### config.mk
export PLATFORM = sky130hd
export DESIGN_NAME = tgl_poll_ctrl
export DESIGN_NICKNAME = d
export VERILOG_FILES = /design/src/rtl/tgl_poll_pkg.sv /design/src/rtl/tgl_sample_cmp.sv /design/src/rtl/tgl_round_cnt.sv /design/src/rtl/tgl_poll_ctrl.sv
export SDC_FILE = /design/constraint.sdc
export NUM_CORES = 1
export LEC_CHECK = 0
export CAP_MARGIN = 20
export CORE_MARGIN = 2
export CORE_UTILIZATION = 37
export CTS_CLUSTER_SIZE = 24
export DETAILED_ROUTE_END_ITERATION = 10
export DONT_BUFFER_PORTS = 1
export PLACE_DENSITY_LB_ADDON = 0.25
export SKIP_LAST_GASP = 1
export SYNTH_ARGS = -nofsm -noshare
export SYNTH_HDL_FRONTEND = slang
export SYNTH_SLANG_ARGS = --single-unit
### constraint.sdc
create_clock -name clk -period 3.5 [get_ports clk]
set_input_delay 0 -clock clk [delete_from_list [all_inputs] [get_ports clk]]
set_output_delay 0 -clock clk [all_outputs]
set_load 0.02 [all_outputs]
### src/rtl/tgl_poll_pkg.sv
package tgl_poll_pkg;
    typedef enum logic [2:0] {
        ST_IDLE, ST_RD1, ST_RD2, ST_RC1, ST_RC2, ST_OK, ST_FAIL
    } poll_state_e;

    localparam logic [1:0] PS_IDLE = 2'b00;
    localparam logic [1:0] PS_BUSY = 2'b01;
    localparam logic [1:0] PS_OK   = 2'b10;
    localparam logic [1:0] PS_FAIL = 2'b11;

    typedef struct packed {
        poll_state_e state;
        logic        rst_cmd;
    } poll_regs_t;
endpackage

### src/rtl/tgl_sample_cmp.sv
module tgl_sample_cmp #(
    parameter int DW      = 8,
    parameter int TOG_BIT = 6,
    parameter int TMO_BIT = 5
) (
    input  logic          clk,
    input  logic          rst_n,
    input  logic          capture,
    input  logic [DW-1:0] rd_data,
    output logic          toggled,
    output logic          tmo
);
    logic first_d, first_q;

    always_comb begin
        first_d = first_q;
        if (capture) first_d = rd_data[TOG_BIT];
    end

    always_ff @(posedge clk or negedge rst_n) begin
        if (!rst_n) first_q <= 1'b0;
        else        first_q <= first_d;
    end

    assign toggled = rd_data[TOG_BIT] ^ first_q;
    assign tmo     = rd_data[TMO_BIT];
endmodule

### src/rtl/tgl_round_cnt.sv
module tgl_round_cnt #(
    parameter int CW = 8
) (
    input  logic          clk,
    input  logic          rst_n,
    input  logic          clr,
    input  logic          inc,
    input  logic [CW-1:0] limit,
    output logic          last
);
    logic [CW-1:0] cnt_d, cnt_q, lim_d, lim_q;
    logic [CW:0]   nxt;

    always_comb begin
        nxt   = {1'b0, cnt_q} + {{CW{1'b0}}, 1'b1};
        last  = nxt >= {1'b0, lim_q};
        cnt_d = cnt_q;
        lim_d = lim_q;
        if (clr) begin
            cnt_d = '0;
            lim_d = limit;
        end else if (inc && !last) begin
            cnt_d = nxt[CW-1:0];
        end
    end

    always_ff @(posedge clk or negedge rst_n) begin
        if (!rst_n) begin
            cnt_q <= '0;
            lim_q <= '0;
        end else begin
            cnt_q <= cnt_d;
            lim_q <= lim_d;
        end
    end
endmodule

### src/rtl/tgl_poll_ctrl.sv
module tgl_poll_ctrl
    import tgl_poll_pkg::*;
#(
    parameter int DW      = 8,
    parameter int CW      = 8,
    parameter int TOG_BIT = 6,
    parameter int TMO_BIT = 5
) (
    input  logic          clk,
    input  logic          rst_n,
    input  logic          start,
    input  logic          abort,
    input  logic [CW-1:0] poll_limit,
    output logic          rd_req,
    input  logic          rd_ack,
    input  logic [DW-1:0] rd_data,
    output logic [1:0]    status,
    output logic          rst_cmd
);
    poll_regs_t r_d, r_q;
    logic busy, rd_done, capture, toggled, tmo;
    logic cnt_clr, cnt_inc, cnt_last;

    assign busy    = (r_q.state == ST_RD1) || (r_q.state == ST_RD2) ||
                     (r_q.state == ST_RC1) || (r_q.state == ST_RC2);
    assign rd_done = busy && rd_ack && !abort;
    assign capture = rd_done && ((r_q.state == ST_RD1) || (r_q.state == ST_RC1));

    tgl_sample_cmp #(.DW(DW), .TOG_BIT(TOG_BIT), .TMO_BIT(TMO_BIT)) u_cmp (
        .clk(clk), .rst_n(rst_n), .capture(capture), .rd_data(rd_data),
        .toggled(toggled), .tmo(tmo)
    );

    tgl_round_cnt #(.CW(CW)) u_cnt (
        .clk(clk), .rst_n(rst_n), .clr(cnt_clr), .inc(cnt_inc),
        .limit(poll_limit), .last(cnt_last)
    );

    always_comb begin
        r_d         = r_q;
        r_d.rst_cmd = 1'b0;
        cnt_clr     = 1'b0;
        cnt_inc     = 1'b0;
        if (!busy) begin
            if (start) begin
                r_d.state = ST_RD1;
                cnt_clr   = 1'b1;
            end
        end else if (abort) begin
            r_d.state = ST_IDLE;
        end else if (rd_done) begin
            unique case (r_q.state)
                ST_RD1: r_d.state = ST_RD2;
                ST_RC1: r_d.state = ST_RC2;
                ST_RD2: begin
                    if (!toggled)  r_d.state = ST_OK;
                    else if (tmo)  r_d.state = ST_RC1;
                    else if (cnt_last) begin
                        r_d.state   = ST_FAIL;
                        r_d.rst_cmd = 1'b1;
                    end else begin
                        r_d.state = ST_RD1;
                        cnt_inc   = 1'b1;
                    end
                end
                ST_RC2: begin
                    if (!toggled) r_d.state = ST_OK;
                    else begin
                        r_d.state   = ST_FAIL;
                        r_d.rst_cmd = 1'b1;
                    end
                end
                default: r_d.state = r_q.state;
            endcase
        end
    end

    always_ff @(posedge clk or negedge rst_n) begin
        if (!rst_n) begin
            r_q.state   <= ST_IDLE;
            r_q.rst_cmd <= 1'b0;
        end else begin
            r_q <= r_d;
        end
    end

    always_comb begin
        unique case (r_q.state)
            ST_OK:   status = PS_OK;
            ST_FAIL: status = PS_FAIL;
            ST_IDLE: status = PS_IDLE;
            default: status = PS_BUSY;
        endcase
    end

    assign rd_req  = busy;
    assign rst_cmd = r_q.rst_cmd;
endmodule

# == Yosys cells after proc, flatten, opt, wreduce, memory -nomap -nowiden ==
# Index checks and enable logic that the tools add are counted.
# op_classes
mul,0
div,0
addsub,1
shifts,0
muxes,28
bitwise,1
n_lt_le_gt_ge,1
n_eq_ne,8
n_reduce_logical,14
# op_table
cell,count
3-bit two-way mux,6
8-bit two-way mux,2
1-bit two-way mux,15
3-bit one-hot mux with 4 select lines,1
"8-bit by 1-bit adder with 9-bit output, second input constant",1
"3-bit equality test, second input constant",3
9-bit by 8-bit >= comparator with 1-bit output,1
"3-bit by 2-bit equality test with 1-bit output, second input constant",2
"6-bit by 2-bit != test with 1-bit output, second input constant",1
2-bit one-hot mux with 3 select lines,1
1-bit logical AND,4
1-bit logical OR,4
4-bit two-way mux,1
2-bit nonzero test,2
"3-bit by 1-bit equality test with 1-bit output, second input constant",1
3-bit logical NOT,1
"3-bit by 2-bit != test with 1-bit output, second input constant",1
3-bit AND reduction,1
1-bit logical NOT,2
2-bit two-way mux,1
1-bit one-hot mux with 2 select lines,1
1-bit XOR,1
# word_totals
romBits,0
n_memories,0
ramBits,0
elab_cells,58
out_inout_bits,4
regBits,21
latchBits,0
inputBits,21

# == Longest topological paths before layout ==
# Gate-level depths: netlist (run 1).
# depth
ltp_word,12
ltp_mapped,11
depth_no_buf,10

# == By module ==
# A second synthesis (run 1) with hierarchy kept.
# unflattened
hier_cells,152
hier_area_um2,1456.4
# by_module_without_submodules
module,area_per_inst_um2,seq_area_each_um2,instances,cells_each
tgl_round_cnt,1022.2,400.4,1,106
tgl_poll_ctrl,377.9,100.1,1,42
tgl_sample_cmp,56.3,25.0,1,4

# == Worst setup path after synthesis (run 1) ==
# Ideal clock, no wire load.
# synth_path
kind,register to register
from,register u_cnt.cnt_q[0]
to,register u_cnt.cnt_q[7]
slack_ns,0.760
setup_time_ns,0.125
synth_period_minus_slack_ns,2.740
arrival_time_ns,2.615
path_buffers,0
stages_incl_launch_ff,11
t_required_ns,3.375
cell_sequence,dfrtp_1 ha_1 nand4_1 and2_1 or2_2 ha_1 and3_1 a21oi_1 nand3_2 nor4_4 mux2_2
# synth_via
elab_chain_len,11
word_cells_on_any_way,14
cone_classes,1 x add/sub; 1 x order compare; 9 x mux; 3 x reduce/logical
# synth_lines
item,line_no,rtl
"start, declared",tgl_round_cnt.sv:11,"logic [CW-1:0] cnt_d, cnt_q, lim_d, lim_q;"
"start signal, assigned",tgl_round_cnt.sv:32,cnt_q <= cnt_d;
8-bit by 1-bit adder with 9-bit output *,tgl_round_cnt.sv:15,"nxt = {1'b0, cnt_q} + {{CW{1'b0}}, 1'b1};"
9-bit by 8-bit >= comparator with 1-bit output,tgl_round_cnt.sv:16,"last = nxt >= {1'b0, lim_q};"
1-bit two-way mux,tgl_poll_ctrl.sv:58,else if (cnt_last) begin
1-bit two-way mux,tgl_poll_ctrl.sv:57,else if (tmo) r_d.state = ST_RC1;
1-bit two-way mux,tgl_poll_ctrl.sv:56,if (!toggled) r_d.state = ST_OK;
1-bit two-way mux,tgl_poll_ctrl.sv:52,unique case (r_q.state)
1-bit two-way mux,tgl_poll_ctrl.sv:51,end else if (rd_done) begin
1-bit two-way mux,tgl_poll_ctrl.sv:49,end else if (abort) begin
1-bit two-way mux,tgl_poll_ctrl.sv:44,if (!busy) begin
1-bit logical AND,tgl_round_cnt.sv:22,end else if (inc && !last) begin
2-bit nonzero test (no source line),--,
# Every way passes the cells marked *; elsewhere a longest branch is shown, timed or not. The select of a mux whose other input is x is not followed.
# A chain may end at the register's enable or synchronous reset.

# == Final worst setup path (run 1) ==
# Ends and elaborated chain as after synthesis.

==> tab_implementation.tex, run 1 <==
\begin{tabular}{lr}
\hline
Metric & Value \\
\hline
\multicolumn{2}{l}{\textbf{Status}} \\
\quad Outcome & finished clean \\
\multicolumn{2}{l}{\textbf{Run}} \\
\quad \# Max-Cap Violations & 0 \\
\multicolumn{2}{l}{\textbf{Place}} \\
\quad Half-perimeter wire length of the detailed placement result & approximately 2300 um \\
\quad Pre-CTS worst setup slack & 0.4802 ns \\
\quad Weighted congestion at the end of routability-driven global placement & between 0.8 and 0.9 \\
\quad Total placed cells including tap cells & around 210 \\
\quad Number of port buffers & 0 \\
\multicolumn{2}{l}{\textbf{Detailed routing}} \\
\quad Average vias per placed instance & roughly 5.3 \\
\quad Avg WL per Cell & between 10 and 15 um \\
\quad Number of DRC markers in iteration 0 & 67 \\
\quad Initial DRT Pass Iterations & 4 \\
\quad Vias after detailed routing & approximately 1200 \\
\quad Post-DRT Antenna Nets & 0 \\
\quad Remaining design rule violation count & 0 \\
\quad Routed WL & $\sim$2900 um \\
\multicolumn{2}{l}{\textbf{Worst setup path}} \\
\quad Slowest cell delay on critical path & between 0.4 and 0.5 ns \\
\quad Cell with the largest stage delay on the worst path & sky130\_fd\_sc\_hd\_\_dfrtp\_1 \\
\quad Critical-path cell list & ha\_1 -> nand4\_1 -> and2\_1 -> or2\_2 -> ha\_1 -> and3\_1 -> a21oi\_1 -> nand3\_2 -> nor4\_4 -> mux2\_2 \\
\quad Cell type with the highest occurrence count on the critical path & sky130\_fd\_sc\_hd\_\_ha\_1 \\
\quad CP Capture Type & register \\
\quad Data arrival time of the critical path & around 3.2 ns \\
\quad Count of buffer and inverter cells on the critical path & 0 \\
\quad Top cell family by delay on the critical path & simple AND/OR/NAND/NOR gates \\
\quad Kind of critical path & reg -> reg \\
\quad CP max FO & 5 \\
\quad CP required & $\sim$3.7 ns \\
\quad Kind of start point of the critical path & register \\
\multicolumn{2}{l}{\textbf{Layout}} \\
\quad Synth-to-Final Area Change & 13.99\% \\
\quad Multi-input logic area & between 800 and 900 sq um \\
\quad Final Non-Filler Cells & roughly 220 \\
\quad Number of nets at the end of the flow & 207 \\
\quad Filler instances & slightly below 400 \\
\quad Register area & between 500 and 600 sq um \\
\quad Antenna diode count & 0 \\
\quad Share of final-layout standard cells stronger than drive strength 1 & under 10\% \\
\multicolumn{2}{l}{\textbf{Clock tree}} \\
\quad Hold buffer count at cts & 12 \\
\quad Clock tree root buffer cell & sky130\_fd\_sc\_hd\_\_clkbuf\_8 \\
\quad Clock tree from TritonCTS & built \\
\quad Number of buffers inserted during clock tree synthesis & 3 \\
\quad Buffer count from post-CTS setup fixing & 0 \\
\quad Clock transition time at the flip-flop clock pins of the worst setup and hold paths & about 0.080 ns \\
\quad H-tree depth reported by CTS & 1 \\
\quad Post\_cts resized & 0 \\
\quad Bufs on Longest Clock Path & 2 \\
\quad Clock insertion delay at the later pin of the skew report & between 0.2 and 0.3 ns \\
\quad Clock sink count & 21 \\
\multicolumn{2}{l}{\textbf{Synthesis}} \\
\quad Top cells by area in the synthesized netlist & sky130\_fd\_sc\_hd\_\_dfrtp\_1, sky130\_fd\_sc\_hd\_\_ha\_1, sky130\_fd\_sc\_hd\_\_o21ai\_0 \\
\quad Async set-or-reset flop fraction in the synthesized netlist & between 90\% and 100\% \\
\quad Share of cell area taken by muxes after synthesis & 2.560\% \\
\quad Number of enable-type register cells in the synthesized netlist & 0 \\
\quad Predominant post-synthesis flop cell & sky130\_fd\_sc\_hd\_\_dfrtp\_1 \\
\quad Instance count of the mapped netlist & about 170 \\
\quad Synthesized-area fraction occupied by xor and xnor cells & 3.498\% \\
\quad Sequential fraction of the synthesis area & a little over a third \\
\quad Dominant combinational cell family by area after synthesis & simple AND/OR/NAND/NOR gates \\
\quad Netlist Area Pre-Place & $\sim$0.0015 sq mm \\
\quad Synth Warn \# & 0 \\
\quad Count of cell types in the netlist & 42 \\
\quad Synth top area share & a little over a third \\
\quad Synth Area per Inst & between 8 and 9 sq um \\
\quad Yosys reg bits & 21 \\
\quad Post-synthesis cell type with the largest combined area & sky130\_fd\_sc\_hd\_\_dfrtp\_1 \\
\quad Share of synthesized cell area in and, or, nand and nor gates & a little over a quarter \\
\quad Synth Net Count & just under 200 \\
\quad Synthesized-area fraction occupied by ao, oa, aoi and oai cells & between 15 and 20\% \\
\quad Adder and majority gate portion of the synthesized area & under 10\% \\
\multicolumn{2}{l}{\textbf{Floorplan}} \\
\quad Effective utilization at floorplan & 39.17\% \\
\quad Number of ports placed on the die boundary & 25 \\
\quad Chip Width & roughly 67 um \\
\quad Die Height & between 60 and 70 um \\
\quad Die Outline Area & 0.004483 sq mm \\
\quad Std cell rows & 22 \\
\quad Placeable core area & about 0.0037 sq mm \\
\multicolumn{2}{l}{\textbf{Timing}} \\
\quad Setup Skew & 0.002200 ns \\
\quad Final Hold Violating Endpoints & 0 \\
\quad Setup tns final & 0 ns \\
\quad Minimum period implied by the final worst setup slack & 3.024 ns \\
\quad Actual slew at the worst max-slew pin & between 0.9 and 1 ns \\
\quad Final max-slew violation count & 0 \\
\quad Worst setup slack after layout & roughly 0.48 ns \\
\quad Max Freq & around 330 MHz \\
\quad Relative slew slack & around two fifths \\
\quad Post-route clock period utilization & between 80\% and 90\% \\
\quad Final-report setup violation count & 0 \\
\quad RSZ-0062 raised after global routing & false \\
\multicolumn{2}{l}{\textbf{Pwr}} \\
\quad IR drop worst, VDD & around 0.14 mV \\
\quad Ratio of total power to cell area & roughly 520 mW/mm\^{}2 \\
\quad Leak Pwr & approximately 0.79 nW \\
\multicolumn{2}{l}{\textbf{GRT}} \\
\quad First-pass GRT wire length & slightly below 5000 um \\
\quad Global Route Usage Sum & 14.50\% \\
\quad Pin count of the biggest net entering global routing & 22 \\
\quad Number of antenna violations at the first check in global routing & 0 \\
\quad Via count of the first global-routing pass & 1080 \\
\quad Final global-route overflow total & 0 \\
\multicolumn{2}{l}{\textbf{Min path}} \\
\quad Worst min-delay path class & in -> reg \\
\hline
\end{tabular}
-- state kept, by name (all words and copies together), names as in the netlist --
name and cells:
rst_cmd 1, u_cnt.lim_q 8, u_cmp.first_q 1, u_cnt.cnt_q 8, r_q 3
-- per-layer routing --
layer  vias to the layer above  GRT usage [%]  part of all wire [%]
met1                       555          19.62                    51
met3                         4          2.534                   2.9
met2                        13          22.63                    44
met5                         -              0                     0
li1                        604              -                     -
met4                         0          6.122                   1.6
-- final cells by class --
class                           instances  share of cell area (%)
Clock buffer                            4                   2.695
Inverter                                8                   1.796
Multi-Input combinational cell        131                   53.29
Sequential cell                        21                   31.44
Tap cell                               48                   3.593
Timing Repair Buffer                   12                   7.186
-- kinds of logic after synthesis --
family,after synthesis
multiplexers,3
flip-flops,21
XOR/XNOR,5
AO/OA/AOI/OAI,44
adder cells (fa/ha/maj),9
AND/OR/NAND/NOR,70
buffers and inverters,13
-- power by group --
part / total, mW / switching, mW / internal, mW / leakage (nW)
logic: 0.347 / 0.211 / 0.137 / 0.491
clock network: 0.159 / 0.0784 / 0.0811 / 0.0228
registers: 0.359 / 0.0552 / 0.304 / 0.276
total: 0.865 / 0.344 / 0.521 / 0.789
-- worst paths after layout --
check,slack [ns],depth (start not counted),from,to
worst min register to register,0.49,2,u_cnt.lim_q[0]$_DFFE_PN0P_,u_cnt.lim_q[0]$_DFFE_PN0P_
worst max-delay path,0.48,10,u_cnt.cnt_q[0]$_DFFE_PN0P_,u_cnt.cnt_q[7]$_DFFE_PN0P_
worst min-delay path,0.03,2,rd_data[5],r_q[3]$_DFFE_PN0P_
max in group asynchronous,2.63,1,rst_n,u_cnt.cnt_q[0]$_DFFE_PN0P_
worst max register to register,0.48,10,u_cnt.cnt_q[0]$_DFFE_PN0P_,u_cnt.cnt_q[7]$_DFFE_PN0P_
min in group asynchronous,0.31,1,rst_n,u_cnt.cnt_q[5]$_DFFE_PN0P_
-- synth_stat cells, drive strengths merged, types with 3 or more instances --
| library cell | instances |
|---|---|
| o21ai | 21 |
| a21o | 3 |
| mux2 | 3 |
| nand4 | 3 |
| nor2b | 6 |
| nand2 | 20 |
| clkbuf | 4 |
| a21oi | 7 |
| nand3 | 8 |
| nor3 | 4 |
| dfrtp | 21 |
| nor2 | 7 |
| xnor2 | 3 |
| o211ai | 3 |
| and3 | 3 |
| nand2b | 6 |
| ha | 9 |
| and2 | 4 |
| inv | 8 |
-- worst register-to-register path: stages, from the launching register on --
cell                      delay (ns)
sky130_fd_sc_hd__dfrtp_1        0.45
sky130_fd_sc_hd__ha_1           0.27
sky130_fd_sc_hd__nand4_1        0.13
sky130_fd_sc_hd__and2_1         0.18
sky130_fd_sc_hd__or2_2          0.30
sky130_fd_sc_hd__ha_1           0.29
sky130_fd_sc_hd__and3_1         0.21
sky130_fd_sc_hd__a21oi_1        0.20
sky130_fd_sc_hd__nand3_2        0.15
sky130_fd_sc_hd__nor4_4         0.35
sky130_fd_sc_hd__mux2_2         0.37
-- through the flow --
step / util [%] / area (sq um) / hold WS (ns) / power, mW
after floorplan: - / 1466 / -0.2956 / 0.6346
after global placement: 40.24 / 1506 / -0.2950 / 0.6837
after detailed placement: 40.24 / 1506 / -0.2950 / 0.6998
after CTS: 44.65 / 1672 / 0.02460 / 0.8750
after global routing: 44.65 / 1672 / 0.04088 / 0.9348
final: 44.65 / 1672 / 0.02821 / 0.8654
-- cell usage in the layout (no fill, tap or decap), types with 2 or more instances in the layout --
cell	instances
sky130_fd_sc_hd__mux2_2	2
sky130_fd_sc_hd__nor2b_1	6
sky130_fd_sc_hd__nor2_1	7
sky130_fd_sc_hd__dfrtp_1	21
sky130_fd_sc_hd__nand2b_1	6
sky130_fd_sc_hd__nand3_1	7
sky130_fd_sc_hd__or2b_1	2
sky130_fd_sc_hd__or2_2	2
sky130_fd_sc_hd__a21o_1	3
sky130_fd_sc_hd__xnor2_1	3
sky130_fd_sc_hd__clkbuf_8	3
sky130_fd_sc_hd__and3_1	3
sky130_fd_sc_hd__nand2_1	20
sky130_fd_sc_hd__ha_1	9
sky130_fd_sc_hd__o21ai_0	20
sky130_fd_sc_hd__nand4_1	3
sky130_fd_sc_hd__o211ai_1	3
sky130_fd_sc_hd__inv_1	8
sky130_fd_sc_hd__a21oi_1	6
sky130_fd_sc_hd__and2_1	4
sky130_fd_sc_hd__a21bo_1	2
sky130_fd_sc_hd__nor3_1	4
sky130_fd_sc_hd__dlygate4sd3_1	12
No activity file was read; power rests on OpenSTA's default activity.
==> run 2, diff against run 1 <==
==> constraint.sdc (replaced) <==
create_clock -name clk -period 3.4 [get_ports clk]
set_input_delay 0 -clock clk [delete_from_list [all_inputs] [get_ports clk]]
set_output_delay 0 -clock clk [all_outputs]
set_load 0.02 [all_outputs]
==> run 2 against run 1 <==
Sequential power increased by 3%. Largest power group unchanged. Global-route usage increased by 0.47 points. Clock power increased by 3%. Sequential cell count unchanged. Wire length increased by 2.8%. Die area unchanged. Worst hold slack got worse by 0.013 ns. Critical path type unchanged. Combinational power increased by 3%. Sequential share of layout area unchanged. Power increased by 3.2%. Maximum frequency decreased by 0.74%. Clock skew about the same.
==> tab_implementation.tex, run 2 (synthesis results as in run 1) <==
\begin{tabular}{lr}
\hline
Metric & Value \\
\hline
\multicolumn{2}{l}{\textbf{Clock tree}} \\
\quad Clock insertion delay at the later pin of the skew report & 0.26 ns \\
\quad Clock tree from TritonCTS & built \\
\quad Clock tree root buffer cell & sky130\_fd\_sc\_hd\_\_clkbuf\_8 \\
\quad Clock sink count & 21 \\
\quad Number of buffers inserted during clock tree synthesis & 3 \\
\quad H-tree depth reported by CTS & 1 \\
\quad Hold buffer count at cts & 12 \\
\quad Post\_cts resized & 0 \\
\quad Bufs on Longest Clock Path & 2 \\
\quad Clock transition time at the flip-flop clock pins of the worst setup and hold paths & $\sim$0.080 ns \\
\quad Buffer count from post-CTS setup fixing & 0 \\
\multicolumn{2}{l}{\textbf{Min path}} \\
\quad Worst min-delay path class & in -> reg \\
\quad Terminating pin of the worst hold path & r\_q[3]\$\_DFFE\_PN0P\_ \\
\quad Hold path start & start \\
\quad Hold Crit Depth & 3 \\
\multicolumn{2}{l}{\textbf{Detailed routing}} \\
\quad Number of DRC markers in iteration 0 & 55 \\
\quad Initial DRT Pass Iterations & 4 \\
\quad Vias after detailed routing & 1200 \\
\quad Remaining design rule violation count & 0 \\
\quad Average vias per placed instance & roughly 5.4 \\
\quad Routed WL & around 3000 um \\
\quad Avg WL per Cell & roughly 13 um \\
\quad Post-DRT Antenna Nets & 0 \\
\multicolumn{2}{l}{\textbf{Worst setup path}} \\
\quad Cell with the largest stage delay on the worst path & sky130\_fd\_sc\_hd\_\_dfrtp\_1 \\
\quad Number of cells on the worst reg-to-reg path & 10 \\
\quad Reg-to-reg critical path startpoint & u\_cnt.cnt\_q[0]\$\_DFFE\_PN0P\_ \\
\quad Cell type with the highest occurrence count on the critical path & sky130\_fd\_sc\_hd\_\_ha\_1 \\
\quad Kind of critical path & reg -> reg \\
\quad Kind of start point of the critical path & register \\
\quad CP required & 3.55 ns \\
\quad CP max FO & 5 \\
\quad Data arrival time of the critical path & 3.20 ns \\
\quad Reg-to-Reg End & u\_cnt.cnt\_q[7]\$\_DFFE\_PN0P\_ \\
\quad Setup slack of the most critical reg-to-reg path & around 0.35 ns \\
\quad Slowest cell delay on critical path & $\sim$0.45 ns \\
\quad Critical-path cell list & ha\_1 -> nand4\_1 -> and2\_1 -> or2\_2 -> ha\_1 -> and3\_1 -> a21oi\_1 -> nand3\_2 -> nor4\_4 -> mux2\_2 \\
\quad CP Capture Type & register \\
\multicolumn{2}{l}{\textbf{Timing}} \\
\quad Max Freq & about 330 MHz \\
\quad Relative slew slack & a little under two fifths \\
\quad Setup tns final & 0 ns \\
\quad Final max-slew violation count & 0 \\
\quad Minimum period implied by the final worst setup slack & about 3 ns \\
\quad Post-route clock period utilization & around nine tenths \\
\quad Worst setup slack after layout & between 0.3 and 0.4 ns \\
\quad Minimum hold slack & between 0.01 and 0.015 ns \\
\quad RSZ-0062 raised after global routing & false \\
\quad Final Hold Violating Endpoints & 0 \\
\quad Setup Skew & between 0.002 and 0.0025 ns \\
\quad Actual slew at the worst max-slew pin & around 0.94 ns \\
\quad Final-report setup violation count & 0 \\
\multicolumn{2}{l}{\textbf{Layout}} \\
\quad Registers with the most flip-flops & u\_cnt.cnt\_q (8), u\_cnt.lim\_q (8), r\_q (3) \\
\quad Highest-count cells in the layout ignoring fill and taps & sky130\_fd\_sc\_hd\_\_dfrtp\_1, sky130\_fd\_sc\_hd\_\_nand2\_1, sky130\_fd\_sc\_hd\_\_o21ai\_0 \\
\quad Final standard cell area without fillers & 0.001672 sq mm \\
\quad Share of final-layout standard cells stronger than drive strength 1 & between 9 and 10\% \\
\quad Multi-input logic area & 890.9 sq um \\
\quad Number of nets at the end of the flow & approximately 210 \\
\quad Most common cell after layout, fill and taps aside & sky130\_fd\_sc\_hd\_\_dfrtp\_1 \\
\quad Register area & around 530 sq um \\
\quad Synth-to-Final Area Change & 13.99\% \\
\quad Filler instances & between 300 and 400 \\
\quad Antenna diode count & 0 \\
\quad Final Non-Filler Cells & 224 \\
\quad Final core utilization & 44.65\% \\
\multicolumn{2}{l}{\textbf{Place}} \\
\quad Weighted congestion at the end of routability-driven global placement & 0.8717 \\
\quad Total placed instance area & $\sim$0.0015 sq mm \\
\quad Number of port buffers & 0 \\
\quad Pre-CTS worst setup slack & about 0.36 ns \\
\quad Half-perimeter wire length of the detailed placement result & roughly 2300 um \\
\quad Total placed cells including tap cells & 208 \\
\multicolumn{2}{l}{\textbf{Run}} \\
\quad \# Max-Cap Violations & 0 \\
\multicolumn{2}{l}{\textbf{GRT}} \\
\quad Via count of the first global-routing pass & between 1000 and 1500 \\
\quad Pin count of the biggest net entering global routing & 22 \\
\quad Final global-route overflow total & 0 \\
\quad Number of antenna violations at the first check in global routing & 0 \\
\quad First-pass GRT wire length & between 5000 and 6000 um \\
\quad Global Route Usage Sum & between 10\% and 20\% \\
\multicolumn{2}{l}{\textbf{Pwr}} \\
\quad Leak Pwr & 0.7891 nW \\
\quad IR drop worst, VDD & approximately 0.22 mV \\
\quad Ratio of total power to cell area & around 530 mW/mm\^{}2 \\
\quad Power Total & about 0.89 mW \\
\multicolumn{2}{l}{\textbf{Floorplan}} \\
\quad Std cell rows & 22 \\
\quad Chip Width & 66.96 um \\
\quad Placeable core area & around 0.0037 sq mm \\
\quad Effective utilization at floorplan & approximately two fifths \\
\quad Number of ports placed on the die boundary & 25 \\
\quad Die Height & approximately 67 um \\
\quad Die Outline Area & 0.004483 sq mm \\
\multicolumn{2}{l}{\textbf{Status}} \\
\quad Outcome & finished clean \\
\hline
\end{tabular}
run 2: cell counts in the layout (fill, tap and decap cells not counted):
No cell type changed its count.
run 2: worst max-delay path by stage:
stage | endpoint | start | cells past startpoint | slack [ns]
2_1_floorplan | u_cnt.cnt_q[7]$_DFFE_PN0P_ | u_cnt.cnt_q[0]$_DFFE_PN0P_ | 10 | 0.66
3_5_place_dp | u_cnt.cnt_q[7]$_DFFE_PN0P_ | u_cnt.cnt_q[0]$_DFFE_PN0P_ | 10 | 0.36
4_1_cts | u_cnt.cnt_q[7]$_DFFE_PN0P_ | u_cnt.cnt_q[0]$_DFFE_PN0P_ | 10 | 0.34
6_report | u_cnt.cnt_q[7]$_DFFE_PN0P_ | u_cnt.cnt_q[0]$_DFFE_PN0P_ | 10 | 0.35
5_1_grt | u_cnt.cnt_q[7]$_DFFE_PN0P_ | u_cnt.cnt_q[0]$_DFFE_PN0P_ | 10 | 0.12
3_3_place_gp | u_cnt.cnt_q[7]$_DFFE_PN0P_ | u_cnt.cnt_q[0]$_DFFE_PN0P_ | 10 | 0.42
run 2: cell type report:
type	instances	area share (%)
Clock buffer	4	2.695
Multi-Input combinational cell	131	53.29
Timing Repair Buffer	12	7.186
Sequential cell	21	31.44
Tap cell	48	3.593
Inverter	8	1.796
run 2: power breakdown:
| group | total, mW | switching (mW) | internal (mW) |
|---|---|---|---|
| clock network | 0.163 | 0.0800 | 0.0835 |
| registers | 0.371 | 0.0582 | 0.313 |
| logic | 0.359 | 0.218 | 0.141 |
| total | 0.893 | 0.356 | 0.537 |
run 2: routing by layer:
layer	GRT usage (%)	vias up	part of all wire, %
met3	2.534	4	3.4
met1	20.08	572	50
li1	-	604	-
met4	6.122	0	1.6
met5	0	-	0
met2	23.75	20	45
run 2: worst max-delay path: cells and delay by family, from the launching register on:
family          cells  cell delay [ns]
mux                 1             0.38
compound gates      1             0.20
flops               1             0.45
simple gates        6             1.35
fa+ha+maj           2             0.56
